**config.mk**
```make
export PLATFORM = sky130hd
export DESIGN_NAME = pit_irq
export DESIGN_NICKNAME = d
export VERILOG_FILES = /design/src/rtl/pit_pkg.sv /design/src/rtl/pit_counter.sv /design/src/rtl/pit_status.sv /design/src/rtl/pit_irq.sv
export SDC_FILE = /design/constraint.sdc
export NUM_CORES = 1
export LEC_CHECK = 0
export BUFFER_PORTS_ARGS = -buffer_cell sky130_fd_sc_hd__buf_2
export CORE_ASPECT_RATIO = 1.5
export CORE_MARGIN = 2
export CORE_UTILIZATION = 24
export DETAILED_ROUTE_END_ITERATION = 8
export PLACE_DENSITY = 0.41
export SETUP_SLACK_MARGIN = 0.1
export SYNTH_ARGS = -nofsm -noshare
export SYNTH_HDL_FRONTEND = slang
export SYNTH_HIERARCHICAL = 1
export SYNTH_SLANG_ARGS = --single-unit
```
**constraint.sdc**
```tcl
create_clock -name clk -period 3 [get_ports clk]
set_input_delay 0.3 -clock clk [delete_from_list [all_inputs] [get_ports clk]]
set_output_delay 0.3 -clock clk [all_outputs]
set_load 0.05 [all_outputs]
```
**src/rtl/pit_pkg.sv**
```systemverilog
package pit_pkg;
  localparam int unsigned PIT_CNT_W = 32;
  localparam int unsigned CTRL_IRQ_EN = 0;
  localparam int unsigned CTRL_RELOAD = 1;
endpackage

```
**src/rtl/pit_counter.sv**
```systemverilog
module pit_counter #(
  parameter int unsigned CNT_W = pit_pkg::PIT_CNT_W
) (
  input  logic             clk,
  input  logic             rst_n,
  input  logic             tick,
  input  logic             load_valid,
  input  logic [CNT_W-1:0] load_value,
  input  logic             reload_en,
  output logic [CNT_W-1:0] count,
  output logic             expire
);
  localparam logic [CNT_W-1:0] ONE = CNT_W'(1);

  logic [CNT_W-1:0] cnt_q, cnt_d;
  logic [CNT_W-1:0] rld_q, rld_d;
  logic             cnt_en, rld_en;

  always_comb begin
    cnt_d  = cnt_q;
    rld_d  = load_value;
    rld_en = load_valid;
    cnt_en = 1'b0;
    expire = 1'b0;
    if (load_valid) begin
      cnt_d  = load_value;
      cnt_en = 1'b1;
    end else if (tick && (cnt_q != '0)) begin
      cnt_en = 1'b1;
      if (cnt_q == ONE) begin
        expire = 1'b1;
        cnt_d  = reload_en ? rld_q : '0;
      end else begin
        cnt_d = cnt_q - ONE;
      end
    end
  end

  always_ff @(posedge clk or negedge rst_n) begin
    if (!rst_n) begin
      cnt_q <= '0;
      rld_q <= '0;
    end else begin
      if (cnt_en) cnt_q <= cnt_d;
      if (rld_en) rld_q <= rld_d;
    end
  end

  assign count = cnt_q;
endmodule

```
**src/rtl/pit_status.sv**
```systemverilog
module pit_status (
  input  logic clk,
  input  logic rst_n,
  input  logic expire,
  input  logic clr_valid,
  input  logic clr_bit,
  input  logic irq_en,
  input  logic core_ext_en,
  output logic status,
  output logic take
);
  logic sts_q, sts_d;
  logic taken_q, taken_d;
  logic clr;

  always_comb begin
    clr  = clr_valid && clr_bit;
    take = sts_q && !taken_q && irq_en && core_ext_en;

    sts_d = sts_q;
    if (expire)   sts_d = 1'b1;
    else if (clr) sts_d = 1'b0;

    taken_d = taken_q;
    if (expire)                  taken_d = 1'b0;
    else if (take)               taken_d = 1'b1;
    else if (clr && !sts_d)      taken_d = 1'b0;
  end

  always_ff @(posedge clk or negedge rst_n) begin
    if (!rst_n) begin
      sts_q   <= 1'b0;
      taken_q <= 1'b0;
    end else begin
      sts_q   <= sts_d;
      taken_q <= taken_d;
    end
  end

  assign status = sts_q;
endmodule

```
**src/rtl/pit_irq.sv**
```systemverilog
module pit_irq #(
  parameter int unsigned CNT_W = pit_pkg::PIT_CNT_W
) (
  input  logic             clk,
  input  logic             rst_n,
  input  logic             tick,
  input  logic             load_valid,
  input  logic [CNT_W-1:0] load_value,
  input  logic [1:0]       tmr_ctrl,
  input  logic             core_ext_en,
  input  logic             clr_valid,
  input  logic             clr_bit,
  input  logic [CNT_W-1:0] next_pc,
  output logic             status,
  output logic             irq_take,
  output logic [CNT_W-1:0] save_addr
);
  logic [CNT_W-1:0] count;
  logic             expire;

  pit_counter #(.CNT_W(CNT_W)) u_cnt (
    .clk        (clk),
    .rst_n      (rst_n),
    .tick       (tick),
    .load_valid (load_valid),
    .load_value (load_value),
    .reload_en  (tmr_ctrl[pit_pkg::CTRL_RELOAD]),
    .count      (count),
    .expire     (expire)
  );

  pit_status u_sts (
    .clk         (clk),
    .rst_n       (rst_n),
    .expire      (expire),
    .clr_valid   (clr_valid),
    .clr_bit     (clr_bit),
    .irq_en      (tmr_ctrl[pit_pkg::CTRL_IRQ_EN]),
    .core_ext_en (core_ext_en),
    .status      (status),
    .take        (irq_take)
  );

  assign save_addr = irq_take ? next_pc : '0;
endmodule

```
# --- Word level (Yosys, flattened, before mapping) ---
# Index checks and enable logic that the tools add are counted.
classes:
  addsub: 1
  eq_ne: 1
  n_mux: 15
  reduce_logical: 12
ops:
  columns: ["operator", "n"]
  rows:
  - ["32-bit two-way mux", 5]
  - ["32-bit by 1-bit == test with 1-bit output, second input constant", 1]
  - ["32-bit nonzero test", 1]
  - ["32-bit by 1-bit subtractor with 32-bit output, second input constant", 1]
  - ["1-bit two-way mux", 10]
  - ["1-bit logical AND", 6]
  - ["3-bit nonzero test", 1]
  - ["1-bit zero test", 2]
  - ["2-bit AND reduction", 1]
  - ["2-bit nonzero test", 1]
totals:
  ff_bits: 66
  input_bits: 73
  elab_cells: 33

# --- Depth between registers and ports, before layout ---
depth:
  depth_word: 10
  ltp_mapped: 10
  ltp_nobuf: 8

# --- Cells and area by module ---
# The synthesis kept the hierarchy.
by_module_without_submodules:
  columns: ["module", "n_inst", "cells_per_inst", "area_each_um2"]
  rows:
  - ["pit_counter", 1, 395, 3706.1]
  - ["pit_irq", 1, 35, 255.2]
  - ["pit_status", 1, 7, 92.6]

# --- Worst setup path after synthesis ---
# OpenSTA, ideal clock, no wires.
synth_path:
  kind: "register -> register"
  from: "reg u_cnt.cnt_q[0], in the netlist u_cnt/count[0]"
  to: "reg u_cnt.cnt_q[22], in the netlist u_cnt/count[22]"
  setup_time_ps: 126
  t_arrival_ps: 2127
  path_slack_ps: 747
  stages_incl_launch_ff: 11
  cell_sequence: "dfrtp_1 -> inv_1 -> ha_1 -> nor3b_2 -> nand4_1 -> o41ai_4 -> buf_6 -> or2b_1 -> buf_4 -> a21oi_2 -> a221o_1"
synth_via:
  elab_chain_cells: 5
synth_lines:
  columns: ["item", "line_no", "text"]
  rows:
  - ["from (decl)", "pit_counter.sv:15", "logic [CNT_W-1:0] cnt_q, cnt_d;"]
  - ["from (signal assigned)", "pit_counter.sv:44", "if (cnt_en) cnt_q <= cnt_d;"]
  - ["branches (longest 5 deep; another with 32-bit by 1-bit subtractor with 32-bit output)", null, null]
# Parallel ways; which one is timed is not known. The select of a mux whose other input is x is not followed.
# A chain may end at the register's enable or synchronous reset.

# --- Worst setup path in the final report ---
layout_path:
  from: "reg u_cnt.cnt_q[14], in the netlist u_cnt/count[14]"
  to: "reg u_cnt.cnt_q[19], in the netlist u_cnt/count[19]"
# Same word-level chain as after synthesis.

==> run summary <==
number of synthesized register bits -> 66
Max rail drop VDD -> 0.187 mV
Port Buffer Count -> 106
yosys synthesis warning count -> 6
Synth Instances -> 437
max_cap viols -> 0
Lkg Pwr -> 2.31 nW
register area share after synthesis -> 40.7%
drt pass-1 iters -> 4
CTS Root Cell -> clkbuf_16
Hold WC Path Type -> primary input to async pin
Synthesized Nets -> 512
initial antenna violation count -> 0
FF-to-FF setup slack -> 0.39 ns
CP Cell Sequence -> nor2_1, nand4_1, o31ai_4, nor2_1, a222oi_1, o32ai_1
number of global-route vias before repair -> 4023
Post-synth EDFFs -> 0
Crit-path slowest cell -> o31ai_4
max-slew headroom at the worst pin -> 40.7%
Worst Setup End Kind -> register
setup TNS -> 0 ns
Post-synth ARST share -> 100%
Wirelength per Cell -> 18.4 µm
mapped cell area -> 4050 µm²
hold slack -> 0.0780 ns
crit path DAT -> 2.81 ns
RePlAce Congestion -> 0.827
GRT busiest layer -> met2
final wirelength -> 14100 µm
Vias/cell -> 4.99
Routed Antenna Nets -> 0
CP Max Fanout -> 6
fin crit share -> 87.1%
fin nets -> 628
first-pass GRT wire length -> 22100 µm
H-tree levels -> 3
most frequent cells in the layout -> 106 x buf_2, 66 x dfrtp_1, 53 x o21ai_0
Die Footprint -> 18000 µm²
Worst-Margin Slew -> 0.890 ns
CTS sink cnt -> 66
clk_lat worst skew -> 0.34 ns
CP most frequent cell -> nor2_1
ant diodes -> 0
final instance area -> 5250 µm²
Hold Vio Cnt, Final -> 0
CTS tree -> yes
CTS buffer count -> 9
Synth-to-Final Area Change -> 29.4%
GR Layer Usage met1 -> 18.1%
GR Util met2 -> 30.4%
fillcell total -> 1767
share of cells above drive strength 1 -> 39.1%
total grt overflow -> 0
Ports -> 107
Pwr per Cell Area -> 499 nW/µm²
die width -> 110 µm
commonest non-fill, non-tap cell in the layout -> buf_2
syn_area_per_cell -> 9.28 µm²
Critical Path Source Type -> register
Setup Skew -> 0.00585 ns
Setup Buffers After CTS -> 0
fin crit period -> 2.61 ns
status -> complete, no violations
via count -> 3833
post-CTS resize count -> 0
unrepaired setup endpoints after global routing -> no
Crit Path Category -> register to register
CP Data Required Time -> 3.20 ns
CTS max path bufs -> 2
post-DP HPWL -> 10800 µm
clock-pin transition on the worst setup and hold timing paths -> 0.06 ns
starting DRC count in detailed routing -> 154
Hold Buf Count CTS -> 0
core area -> 16700 µm²
Total GRT Usage -> 16.2%
max-slew violations -> 0
DRC violations left -> 0
M3 GR Usage -> 2.35%
Die H -> 163 µm
Site Rows -> 58
biggest cell delay along the critical path -> 0.49 ns
Post-DP Area -> 4920 µm²
Final setup viols -> 0
Top FF cell, synth -> dfrtp_1
Netlist cell types -> 66
f_max -> 0.383 GHz
Starting Density -> 24.3%
largest net degree at the start of global routing -> 48
-- logic make-up (layout without fill, tap and decap cells) --
kind of cell / after synthesis / count (layout) / share of synthesized area, %
fa+ha+maj: 2 / 2 / 0.617
simple gates: 167 / 167 / 25.8
compound gates: 136 / 136 / 22.0
flops: 66 / 66 / 40.7
buf+inv: 46 / 167 / 5.28
xor+xnor: 1 / 1 / 0.216
mux: 19 / 19 / 5.28
-- cell usage after synthesis (3+ instances only) --
library cell  count  area (µm²)
and2_1            3        18.8
and4_1            3        26.3
buf_4             5        37.5
o21ai_0          53         265
a311oi_1          4        35.0
and2_2           32         240
and3_1            5        31.3
clkbuf_2          3        15.0
o21ai_1           6        30.0
dfrtp_1          66        1650
nand4_1           7        43.8
mux2_2           19         214
nor4_1           10        62.6
nor2_1           33         124
nor4_2            3        37.5
a222oi_1          3        30.0
or2_2             3        18.8
buf_2             9        45.0
nor4_4            4        85.1
a221oi_1          6        52.6
o211ai_1          8        60.1
a21oi_1          17        85.1
nand2_1          30         113
a31oi_1          10        62.6
inv_1            18        67.6
nor3_1           14        70.1
clkbuf_1          8        30.0
nand3_1           4        20.0
-- layer usage --
metal | vias to the layer above | wire length (µm)
li1 | 1855 | -
met1 | 1837 | 5500
met2 | 129 | 7590
met3 | 12 | 736
met4 | 0 | 282
met5 | - | 0
-- report_power, final --
| part | total, mW | leakage [nW] | internal (mW) | switching [mW] |
|---|---|---|---|---|
| sequential | 1.08 | 0.795 | 0.983 | 0.0980 |
| clock | 1.16 | 0.156 | 0.748 | 0.407 |
| combinational | 0.382 | 1.36 | 0.168 | 0.214 |
-- through the flow --
| step | utilization [%] | cells | worst slack [ns] | power (mW) |
|---|---|---|---|---|
| 2_1_floorplan | - | 437 | 0.747 | 1.30 |
| 3_5_place_dp | 29.5 | 752 | 0.379 | 1.48 |
| 6_report | 31.4 | 768 | 0.388 | 2.62 |
| 3_3_place_gp | 29.5 | 752 | 0.396 | 1.48 |
| 4_1_cts | 31.4 | 768 | 0.382 | 2.65 |
| 5_1_grt | 31.4 | 768 | 0.184 | 2.75 |
-- worst paths after layout --
check	startpoint	to	cells past startpoint
worst max register to register	u_cnt/count[14]	u_cnt/count[19]	6
worst min-delay path	rst_n	u_cnt/count[6]	1
max in group asynchronous	rst_n	u_cnt/count[31]	2
worst min register to register	u_cnt/rld_q[1]	u_cnt/rld_q[1]	1
min in group clk	load_value[30]	u_cnt/rld_q[30]	2
worst max-delay path	u_cnt/count[14]	u_cnt/count[19]	6
-- flip-flops by register name, summed over array words and instances, names as in the netlist --
signal / count
u_sts/taken_q: 1
u_cnt/rld_q: 32
u_cnt/count: 32
u_sts/status: 1
-- worst max-delay path, delay by kind of cell (launching register included) --
family | cells | cell delay [ns]
compound gates | 3 | 1.04
simple gates | 3 | 0.97
flops | 1 | 0.46
-- layout make-up --
type                            instances  area, µm²  area share, %
Tap cell                              210        263           5.01
Clock buffer                           11        243           4.63
Clock inverter                          5       77.6           1.48
Sequential cell                        66       1650           31.5
Multi-Input combinational cell        325       2200           41.9
Timing Repair Buffer                  133        746           14.2
Inverter                               18       67.6           1.29
Power figures use the tool's default switching activity.
